[config.mk]
export PLATFORM = sky130hd
export DESIGN_NAME = mmc_host_regs
export DESIGN_NICKNAME = d
export VERILOG_FILES = /design/src/rtl/mmc_regs_pkg.sv /design/src/rtl/mmc_irq_ctrl.sv /design/src/rtl/mmc_cmd_launch.sv /design/src/rtl/mmc_card_watch.sv /design/src/rtl/mmc_rsp_store.sv /design/src/rtl/mmc_host_regs.sv
export SDC_FILE = /design/constraint.sdc
export NUM_CORES = 1
export LEC_CHECK = 0
export ABC_AREA = 1
export BUFFER_PORTS_ARGS = -buffer_cell sky130_fd_sc_hd__buf_2
export CORE_MARGIN = 1.5
export CORE_UTILIZATION = 49
export CTS_CLUSTER_DIAMETER = 40
export CTS_CLUSTER_SIZE = 24
export DETAILED_ROUTE_END_ITERATION = 6
export GPL_ROUTABILITY_DRIVEN = 0
export PLACE_DENSITY_LB_ADDON = 0.2
export SLEW_MARGIN = 20
export SYNTH_ARGS = -nofsm -noshare
export SYNTH_HDL_FRONTEND = slang
export SYNTH_HIERARCHICAL = 1
export SYNTH_SLANG_ARGS = --single-unit
[constraint.sdc]
create_clock -name clk -period 2.45 [get_ports clk]
set_input_delay 0.49 -clock clk [delete_from_list [all_inputs] [get_ports clk]]
set_output_delay 0.49 -clock clk [all_outputs]
set_load 0.02 [all_outputs]
[src/rtl/mmc_regs_pkg.sv]
package mmc_regs_pkg;
  localparam int unsigned WORD_W = 32;
  localparam int unsigned NUM_EV = 4;
  // word indices (byte offset / 4)
  localparam int unsigned IX_STAT  = 0;
  localparam int unsigned IX_EN    = 1;
  localparam int unsigned IX_BUF   = 2;
  localparam int unsigned IX_CMD   = 3;
  localparam int unsigned IX_ARG   = 4;
  localparam int unsigned IX_RSP0  = 5;
  localparam int unsigned IX_BLEN  = 9;
  localparam int unsigned IX_BCNT  = 10;
  localparam int unsigned IX_CARD  = 11;
  // status bit positions
  localparam int unsigned ST_CMD  = 0;
  localparam int unsigned ST_DATA = 1;
  localparam int unsigned ST_CHG  = 2;
  localparam int unsigned ST_TO   = 3;
  // defined command bits
  localparam logic [15:0] CMD_MASK = 16'hBB7F;

  typedef struct packed {
    logic       rd;
    logic       rsv14;
    logic [1:0] cls;
    logic       bsy;
    logic       rsv10;
    logic [1:0] rsp;
    logic       rsv7;
    logic       od;
    logic [5:0] op;
  } cmd_word_t;
endpackage

[src/rtl/mmc_irq_ctrl.sv]
module mmc_irq_ctrl
  import mmc_regs_pkg::*;
#(
  parameter int unsigned NEV = NUM_EV
) (
  input  logic           clk,
  input  logic           rst_n,
  input  logic [NEV-1:0] set_i,
  input  logic           clr_wr_i,
  input  logic [NEV-1:0] clr_mask_i,
  input  logic           en_wr_i,
  input  logic [NEV-1:0] en_data_i,
  output logic [NEV-1:0] stat_o,
  output logic [NEV-1:0] en_o,
  output logic           irq_o
);
  logic [NEV-1:0] stat_q, en_q, stat_d, clr;

  assign clr = clr_wr_i ? clr_mask_i : '0;

  always_comb begin
    stat_d = (stat_q & ~clr) | set_i;
    if (set_i[ST_TO]) stat_d[ST_CMD] = 1'b0;
  end

  always_ff @(posedge clk) begin
    if (!rst_n) begin
      stat_q <= '0;
      en_q   <= '0;
    end else begin
      stat_q <= stat_d;
      if (en_wr_i) en_q <= en_data_i;
    end
  end

  assign stat_o = stat_q;
  assign en_o   = en_q;
  assign irq_o  = |(stat_q & en_q);

  AST_TIMEOUT_HIDES_CMD: assert property (@(posedge clk) disable iff (!rst_n)
    set_i[ST_TO] |=> (stat_q[ST_TO] && !stat_q[ST_CMD]));
  AST_DATA_SET_WINS: assert property (@(posedge clk) disable iff (!rst_n)
    set_i[ST_DATA] |=> stat_q[ST_DATA]);
  AST_STICKY: assert property (@(posedge clk) disable iff (!rst_n)
    (stat_q[ST_DATA] && !clr_wr_i) |=> stat_q[ST_DATA]);
endmodule

[src/rtl/mmc_cmd_launch.sv]
module mmc_cmd_launch
  import mmc_regs_pkg::*;
(
  input  logic        clk,
  input  logic        rst_n,
  input  logic        wr_i,
  input  logic [15:0] wdata_i,
  input  logic        done_i,
  output logic [15:0] cmd_o,
  output logic        start_o,
  output logic        busy_o
);
  logic [15:0] cmd_q;
  logic        start_q, busy_q, accept;

  assign accept = wr_i && !busy_q;

  always_ff @(posedge clk) begin
    if (!rst_n) begin
      cmd_q   <= '0;
      start_q <= 1'b0;
      busy_q  <= 1'b0;
    end else begin
      start_q <= accept;
      if (accept) begin
        cmd_q  <= wdata_i & CMD_MASK;
        busy_q <= 1'b1;
      end else if (done_i) begin
        busy_q <= 1'b0;
      end
    end
  end

  assign cmd_o   = cmd_q;
  assign start_o = start_q;
  assign busy_o  = busy_q;

  AST_START_ONE_CYCLE: assert property (@(posedge clk) disable iff (!rst_n)
    start_q |=> !start_q);
  AST_NO_START_WHILE_BUSY: assert property (@(posedge clk) disable iff (!rst_n)
    busy_q |=> !start_q);
  AST_BUSY_WITH_START: assert property (@(posedge clk) disable iff (!rst_n)
    start_q |-> busy_q);
  AST_CMD_HELD_WHILE_BUSY: assert property (@(posedge clk) disable iff (!rst_n)
    busy_q |=> $stable(cmd_q));
endmodule

[src/rtl/mmc_card_watch.sv]
module mmc_card_watch #(
  parameter int unsigned NBITS = 2
) (
  input  logic             clk,
  input  logic             rst_n,
  input  logic [NBITS-1:0] card_i,
  output logic [NBITS-1:0] seen_o,
  output logic             change_o
);
  logic [NBITS-1:0] seen_q;

  always_ff @(posedge clk) begin
    if (!rst_n) seen_q <= '0;
    else        seen_q <= card_i;
  end

  assign seen_o   = seen_q;
  assign change_o = |(card_i ^ seen_q);

  AST_CARD_TRACKS: assert property (@(posedge clk) disable iff (!rst_n)
    change_o |=> (seen_q != $past(seen_q)));
endmodule

[src/rtl/mmc_rsp_store.sv]
module mmc_rsp_store
  import mmc_regs_pkg::*;
#(
  parameter int unsigned NWORDS = 4
) (
  input  logic                     clk,
  input  logic                     rst_n,
  input  logic                     valid_i,
  input  logic [NWORDS*WORD_W-1:0] data_i,
  output logic [NWORDS*WORD_W-1:0] words_o
);
  for (genvar g = 0; g < NWORDS; g++) begin : g_word
    logic [WORD_W-1:0] w_q;
    always_ff @(posedge clk) begin
      if (!rst_n)       w_q <= '0;
      else if (valid_i) w_q <= data_i[g*WORD_W +: WORD_W];
    end
    assign words_o[g*WORD_W +: WORD_W] = w_q;
  end

  AST_RSP_HOLD: assert property (@(posedge clk) disable iff (!rst_n)
    !valid_i |=> $stable(words_o));
endmodule

[src/rtl/mmc_host_regs.sv]
module mmc_host_regs
  import mmc_regs_pkg::*;
#(
  parameter int unsigned ADDR_W    = 6,
  parameter int unsigned BLK_W     = 11,
  parameter int unsigned RSP_WORDS = 4
) (
  input  logic                        clk,
  input  logic                        rst_n,
  input  logic                        bus_wr,
  input  logic [ADDR_W-1:0]           bus_addr,
  input  logic [WORD_W-1:0]           bus_wdata,
  output logic [WORD_W-1:0]           bus_rdata,
  output logic                        irq,
  output logic                        cmd_start,
  output logic [5:0]                  cmd_opcode,
  output logic [1:0]                  cmd_rsp_type,
  output logic [1:0]                  cmd_class,
  output logic                        cmd_open_drain,
  output logic                        cmd_busy_wait,
  output logic                        cmd_read,
  output logic [WORD_W-1:0]           cmd_arg,
  output logic [WORD_W-1:0]           buf_addr,
  output logic [BLK_W-1:0]            blk_len,
  output logic [BLK_W-1:0]            blk_cnt,
  input  logic                        ev_cmd_done,
  input  logic                        ev_data_done,
  input  logic                        ev_cmd_timeout,
  input  logic                        rsp_valid,
  input  logic [RSP_WORDS*WORD_W-1:0] rsp_data,
  input  logic                        card_inserted,
  input  logic                        card_wp
);
  localparam int unsigned IX_W = ADDR_W - 2;

  logic            aligned;
  logic [IX_W-1:0] ix;
  logic [WORD_W-1:0] buf_q, arg_q;
  logic [BLK_W-1:0]  blen_q, bcnt_q;
  logic [NUM_EV-1:0] stat, en, ev_set;
  logic [15:0]       cmd_raw;
  logic              busy, card_chg;
  logic [1:0]        card_seen;
  logic [RSP_WORDS*WORD_W-1:0] rsp_words;
  cmd_word_t         cw;

  assign aligned = (bus_addr[1:0] == 2'b00);
  assign ix      = bus_addr[ADDR_W-1:2];

  function automatic logic hit(input int unsigned idx);
    return bus_wr && aligned && (ix == IX_W'(idx));
  endfunction

  always_ff @(posedge clk) begin
    if (!rst_n) begin
      buf_q  <= '0;
      arg_q  <= '0;
      blen_q <= '0;
      bcnt_q <= '0;
    end else begin
      if (hit(IX_BUF))  buf_q  <= bus_wdata;
      if (hit(IX_ARG))  arg_q  <= bus_wdata;
      if (hit(IX_BLEN)) blen_q <= bus_wdata[BLK_W-1:0];
      if (hit(IX_BCNT)) bcnt_q <= bus_wdata[BLK_W-1:0];
    end
  end

  assign ev_set = {ev_cmd_timeout, card_chg, ev_data_done, ev_cmd_done};

  mmc_irq_ctrl #(.NEV(NUM_EV)) u_irq (
    .clk, .rst_n,
    .set_i      (ev_set),
    .clr_wr_i   (hit(IX_STAT)),
    .clr_mask_i (bus_wdata[NUM_EV-1:0]),
    .en_wr_i    (hit(IX_EN)),
    .en_data_i  (bus_wdata[NUM_EV-1:0]),
    .stat_o     (stat),
    .en_o       (en),
    .irq_o      (irq)
  );

  mmc_cmd_launch u_cmd (
    .clk, .rst_n,
    .wr_i    (hit(IX_CMD)),
    .wdata_i (bus_wdata[15:0]),
    .done_i  (ev_cmd_done || ev_cmd_timeout),
    .cmd_o   (cmd_raw),
    .start_o (cmd_start),
    .busy_o  (busy)
  );

  mmc_card_watch #(.NBITS(2)) u_card (
    .clk, .rst_n,
    .card_i   ({card_wp, card_inserted}),
    .seen_o   (card_seen),
    .change_o (card_chg)
  );

  mmc_rsp_store #(.NWORDS(RSP_WORDS)) u_rsp (
    .clk, .rst_n,
    .valid_i (rsp_valid),
    .data_i  (rsp_data),
    .words_o (rsp_words)
  );

  assign cw             = cmd_word_t'(cmd_raw);
  assign cmd_opcode     = cw.op;
  assign cmd_rsp_type   = cw.rsp;
  assign cmd_class      = cw.cls;
  assign cmd_open_drain = cw.od;
  assign cmd_busy_wait  = cw.bsy;
  assign cmd_read       = cw.rd;
  assign cmd_arg        = arg_q;
  assign buf_addr       = buf_q;
  assign blk_len        = blen_q;
  assign blk_cnt        = bcnt_q;

  always_comb begin
    bus_rdata = '0;
    if (aligned) begin
      if (ix >= IX_W'(IX_RSP0) && ix < IX_W'(IX_RSP0 + RSP_WORDS)) begin
        bus_rdata = rsp_words[(int'(ix) - IX_RSP0)*WORD_W +: WORD_W];
      end else begin
        case (int'(ix))
          IX_STAT: bus_rdata = WORD_W'(stat);
          IX_EN:   bus_rdata = WORD_W'(en);
          IX_BUF:  bus_rdata = buf_q;
          IX_CMD:  bus_rdata = WORD_W'(cmd_raw);
          IX_ARG:  bus_rdata = arg_q;
          IX_BLEN: bus_rdata = WORD_W'(blen_q);
          IX_BCNT: bus_rdata = WORD_W'(bcnt_q);
          IX_CARD: bus_rdata = WORD_W'({busy, card_seen});
          default: bus_rdata = '0;
        endcase
      end
    end
  end

  AST_IRQ_NEEDS_ENABLE: assert property (@(posedge clk) disable iff (!rst_n)
    (en == '0) |-> !irq);
  AST_START_HAS_ARG_STABLE: assert property (@(posedge clk) disable iff (!rst_n)
    (cmd_start && !hit(IX_ARG)) |=> $stable(cmd_arg));
endmodule

# Word-level counts from Yosys, hierarchy flattened

Index checks and enable logic that the tools add are counted.

Bitwise gates (word level): 6
Equality and inequality tests: 7
Mux-type cells: 6
$lt $le $gt $ge: 2
Shift-type cells: 1
Reduce and logical (&&, ||, !) cells: 18
$add $sub $neg: 1

Operators with widths:

| operator                                                                            | count |
|---|---|
| 32-bit case mux with 8 select lines                                                 | 1 |
| 128-bit by 33-bit variable part select with 32-bit output                           | 1 |
| 32-bit 2-to-1 mux                                                                   | 2 |
| 4-bit equality test, second input constant                                          | 3 |
| 1-bit logical AND                                                                   | 10 |
| 4-bit AND                                                                           | 2 |
| 4-bit by 2-bit equality test with 1-bit output, second input constant               | 2 |
| 4-bit by 3-bit subtractor with 5-bit output, second input constant                  | 1 |
| 4-bit by 1-bit equality test with 1-bit output, second input constant               | 1 |
| 4-bit by 3-bit equality test with 1-bit output, second input constant               | 1 |
| 4-bit by 3-bit greater-or-equal comparator with 1-bit output, second input constant | 1 |
| 4-bit zero test                                                                     | 1 |
| 4-bit < comparator, second input constant                                           | 1 |
| 4-bit 2-to-1 mux                                                                    | 1 |
| 4-bit inverter                                                                      | 1 |
| 4-bit OR                                                                            | 1 |
| 2-bit OR reduction                                                                  | 2 |
| 4-bit OR reduction                                                                  | 1 |
| 2-bit zero test                                                                     | 1 |
| 1-bit 2-to-1 mux                                                                    | 2 |
| 2-bit nonzero test                                                                  | 1 |
| 2-bit bitwise XOR                                                                   | 1 |
| 1-bit zero test                                                                     | 1 |
| 1-bit logical OR                                                                    | 1 |
| 1-bit inverter                                                                      | 1 |

Register bits after elaboration: 239
Output and inout port bits: 133
Word-level logic and storage cells: 56
Bits of input ports: 175

# Depth between registers and ports, before layout

Word-level depth: 7
Mapped depth: 14
Gate-level depth less buffers: 10

# By module

The synthesis kept the hierarchy.

Modules (own cells, without submodules):

| module         | cells each | instances | seq. area each (um^2) | area an instance (um^2) |
|---|---|---|---|---|
| mmc_host_regs  | 1095       | 1         | 1721.7                | 6174.7 |
| mmc_rsp_store  | 810        | 1         | 2562.5                | 5185.0 |
| mmc_cmd_launch | 96         | 1         | 300.3                 | 646.9 |
| mmc_irq_ctrl   | 44         | 1         | 160.2                 | 307.8 |
| mmc_card_watch | 13         | 1         | 40.0                  | 86.3 |

# Worst setup path after synthesis

OpenSTA, ideal clock, no wires.

Path kind: input -> output
Start: input port bus_addr[2]
End: output port bus_rdata[2]
Cell stages on the path: 13
Path slack: -197 ps
Buffers on the path: 4
Arrival: 2157 ps
Data required time: 1960 ps
Cell sequence: inv_1 > buf_2 > buf_2 > ha_1 > buf_2 > inv_1 > buf_2 > nand3_1 > nand2_1 > nand3_1 > nand2_1 > nand2_1 > nor2_1

Longest elaborated chain between the ends: 4
Elaborated cells on any way between the ends: 16
Classes of those cells: add/sub: 1; order compare: 2; eq/ne: 7; shift: 1; mux: 3; reduce/logical: 2

Ends and longest elaborated chain:

| item                                                                              | line                 | source |
|---|---|---|
| start, declared                                                                   | mmc_host_regs.sv:11  | `input logic [ADDR_W-1:0] bus_addr,` |
| 4-bit by 3-bit subtractor with 5-bit output (tied with other cells)               | mmc_host_regs.sv:122 | `bus_rdata = rsp_words[(int'(ix) - IX_RSP0)*WORD_W +: WORD_W];` |
| 128-bit by 33-bit variable part select with 32-bit output (tied with other cells) | mmc_host_regs.sv:122 |  |
| 32-bit 2-to-1 mux (*)                                                             | mmc_host_regs.sv:121 | `if (ix >= IX_W'(IX_RSP0) && ix < IX_W'(IX_RSP0 + RSP_WORDS)) begin` |
| 32-bit 2-to-1 mux (*)                                                             | mmc_host_regs.sv:120 | `if (aligned) begin` |
| end, declared                                                                     | mmc_host_regs.sv:13  | `output logic [WORD_W-1:0] bus_rdata,` |

Mark *: on every way between the ends. The rest lies on a longest branch, timed or not.

# Worst setup path after layout

Start: input port bus_addr[2]
End: output port bus_rdata[1]

Same word-level chain as after synthesis.

==> metrics.cfg <==
[final_layout]
n_fill_cell=2305
syn_to_final_growth_pct=30.8
nNetsFinal=2523
antennaDiodeCount=0
drive_gt1_frac=0.230

[worst_setup_path]
cp.required_ps=1960
critPathArrivalTime_ps=1970
reg2reg_depth=4
reg2reg_setup_slack_ps=1270
start_kind=input pin
crit_type=in2out
critPathLaunch=bus_addr[2]
crit_fanout=15
reg2reg_to=u_cmd/cmd_o[9]
r2r-start=u_cmd/busy_o
end_kind=output port

[synth]
synthTopCellsByArea=dfxtp_1 (39%), nand2_1 (18%), nor2_1 (16%)
synth_warnings=6
synth_cell_types=30
syn_inst=2058
async_flop_share=0
synth-seq-area-share=0.386
netlist.top_cell.by_area=dfxtp_1
synth.ff_latch_count=239
mappedNetlistArea_sq_mm=0.0124
synth-edff-count=0
synth_ff_type=dfxtp_1
syn_avg_cell_area_sq_um=6.03
yosysTopAreaCellShare=0.386

[global_routing]
grt_use_total=0.312
grt_overflow=0
grt_pass1_wl_um=64600
antenna_found_initial=0
grt_max_degree=91
grt_pass1_vias=12600

[clocking]
cts_buffers=35
clockBufferDepth=3
cts_tree=done
postCtsSetupRepairBufs=0
cts_hold_buffers=0
clk_latency_ps=510
cts-root-buf=clkbuf_16
cts.sinks=239
cts.clk_slew.worst_paths_ps=60
h-tree-depth=2

[worst_hold_path]
hold_depth=3
hp-start=card_inserted
min_path_type=in2reg
whs_endpoint=u_card/seen_o[0]

[pwr]
vdd_drop_max_uv=518
power_w=0.0109
combinationalPowerShare=0.143
seqPwrFrac=0.380
power_leakage_nw=8.59
p_switching_w=0.00297
clkPwrFrac=0.477
internal-power_w=0.00795
p_sw_frac=0.272
power_density_mw_per_mm2=673

[sta]
setup-violations-final=1
skew_ps=8.53
setup_ws_ps=-5.65
tightest_slew_ps=613
fmax_mhz=407
holdWs_ps=208
slew_headroom=0.588
hold_violations=0
min_period_over_period=1.00
min_period_ps=2460
slew_violations=0
rsz0062_at_grt=yes

[place]
io_buffers=307
dp_hpwl_um=30000

[route]
dr_total_vias=13500
drt-total-wl_um=41700
dr.first_iter.drc_count=1366
drc=0
first_pass_iters=6
ant_nets=0
routed_via_density=5.01
wl_per_cell_um=15.4

[floorplanning]
die-width_um=162
die_area_sq_mm=0.0263
top_level_ports=308
start_util=0.495
rows=58
fp.dieH_um=162
core_area_sq_mm=0.0250

[status]
violations=negative setup slack
run_status=finished with violations

[flow_run]
maxCapViolCount=0

Yosys cell counts (12+ instances only):
| library cell | instances |
|---|---|
| o21ai_0 | 86 |
| buf_2 | 78 |
| nand3_1 | 156 |
| nand4_1 | 27 |
| nand2_1 | 586 |
| inv_1 | 246 |
| clkbuf_1 | 21 |
| dfxtp_1 | 239 |
| buf_4 | 15 |
| a21oi_1 | 12 |
| nor2_1 | 529 |
| nor2_2 | 13 |
worst max-delay path, cell delays in order:
cell and delay [ps]:
buf_4 150, buf_4 150, ha_2 190, buf_12 150, nand4_1 90, nand2_1 50
nor2_1 170, nand2_1 100, nor2_1 180, nor2_2 60, buf_2 170
state kept, by name, summed over array words and instances, names as in the netlist:
name	cells
blk_cnt	11
blk_len	11
buf_addr	32
cmd_arg	32
u_card/seen_o	2
u_cmd/busy_o	1
u_cmd/cmd_o	13
u_cmd/start_o	1
u_irq/en_o	4
u_irq/stat_o	4
u_rsp/g_word.w_q	128
through the flow:
step / area, sq um / worst slack [ps] / instances / setup TNS [ps] / util
3_5_place_dp: 14600 / -229 / 2633 / -1670 / 0.585
6_report: 16200 / -5.65 / 2699 / -5.65 / 0.648
3_3_place_gp: 14600 / -197 / 2633 / -866 / 0.585
5_1_grt: 16200 / -25.4 / 2699 / -85.9 / 0.648
4_1_cts: 16000 / -37.3 / 2698 / -146 / 0.639
2_1_floorplan: 12600 / 2.45 / 2060 / 0 / -
layer usage:
metal | up-vias | part of all wire | global-route usage
met1 | 6124 | 0.44 | 0.416
met3 | 82 | 0.087 | 0.0656
met2 | 575 | 0.45 | 0.502
li1 | 6747 | - | -
met5 | - | 0 | 0
met4 | 0 | 0.028 | 0.106
power groups by stage:
stage               Combinational [W]  Sequential, W  Clock, W
detailed placement            0.00145        0.00423         0
global route                  0.00173        0.00416   0.00541
global placement              0.00144        0.00422         0
floorplan                    0.000925        0.00422         0
finish                        0.00156        0.00415   0.00521
CTS                           0.00149        0.00414   0.00525
logic make-up (layout without fill, tap and decap cells):
kind of cell | count (synthesis) | after routing | synth area share
DFF | 239 | 239 | 0.386
adders and majority gates | 5 | 5 | 0.00504
AOI/OAI and AO/OA | 105 | 105 | 0.0428
and+or+nand+nor | 1329 | 1330 | 0.434
other | 1 | 3 | 0.000302
buffers and inverters | 378 | 686 | 0.132
xor gates and xnor gates | 1 | 1 | 0.000706
cell type report:
type / count / area (sq um) / area share
multi-input combinational: 1444 / 6390 / 0.394
sequential: 239 / 4780 / 0.295
timing repair buffer: 370 / 2420 / 0.150
inverter: 253 / 975 / 0.0601
clock buffer: 41 / 971 / 0.0599
tap: 330 / 413 / 0.0255
clock inverter: 22 / 262 / 0.0161
cells in the final DEF, fill, tap and decap left out, types with 17 or more instances in the layout:
cell type,Yosys,routed
nand2_2,5,17
nor2_2,13,35
clkbuf_16,0,38
buf_4,15,46
nor2_4,3,29
nand2_1,586,573
nor2_1,529,481
inv_1,246,243
nand4_1,27,27
buf_12,0,24
buf_2,78,288
dfxtp_1,239,239
o21ai_0,86,85
nand3_1,156,150
worst max-delay path by stage:
stage | endpoint | slack, ps
after floorplan | bus_rdata[21] | 2
after global placement | bus_rdata[20] | -200
after detailed placement | bus_rdata[20] | -230
after CTS | bus_rdata[29] | -40
after global routing | bus_rdata[21] | -30
final | bus_rdata[1] | -6
timing repair:
action	in CTS	in global routing
gates resized for setup	25	65
gates cloned	2	1
endpoints found under the setup margin	31	32
pin swaps	1	6
Note: power is estimated with default switching activity, not from simulation.
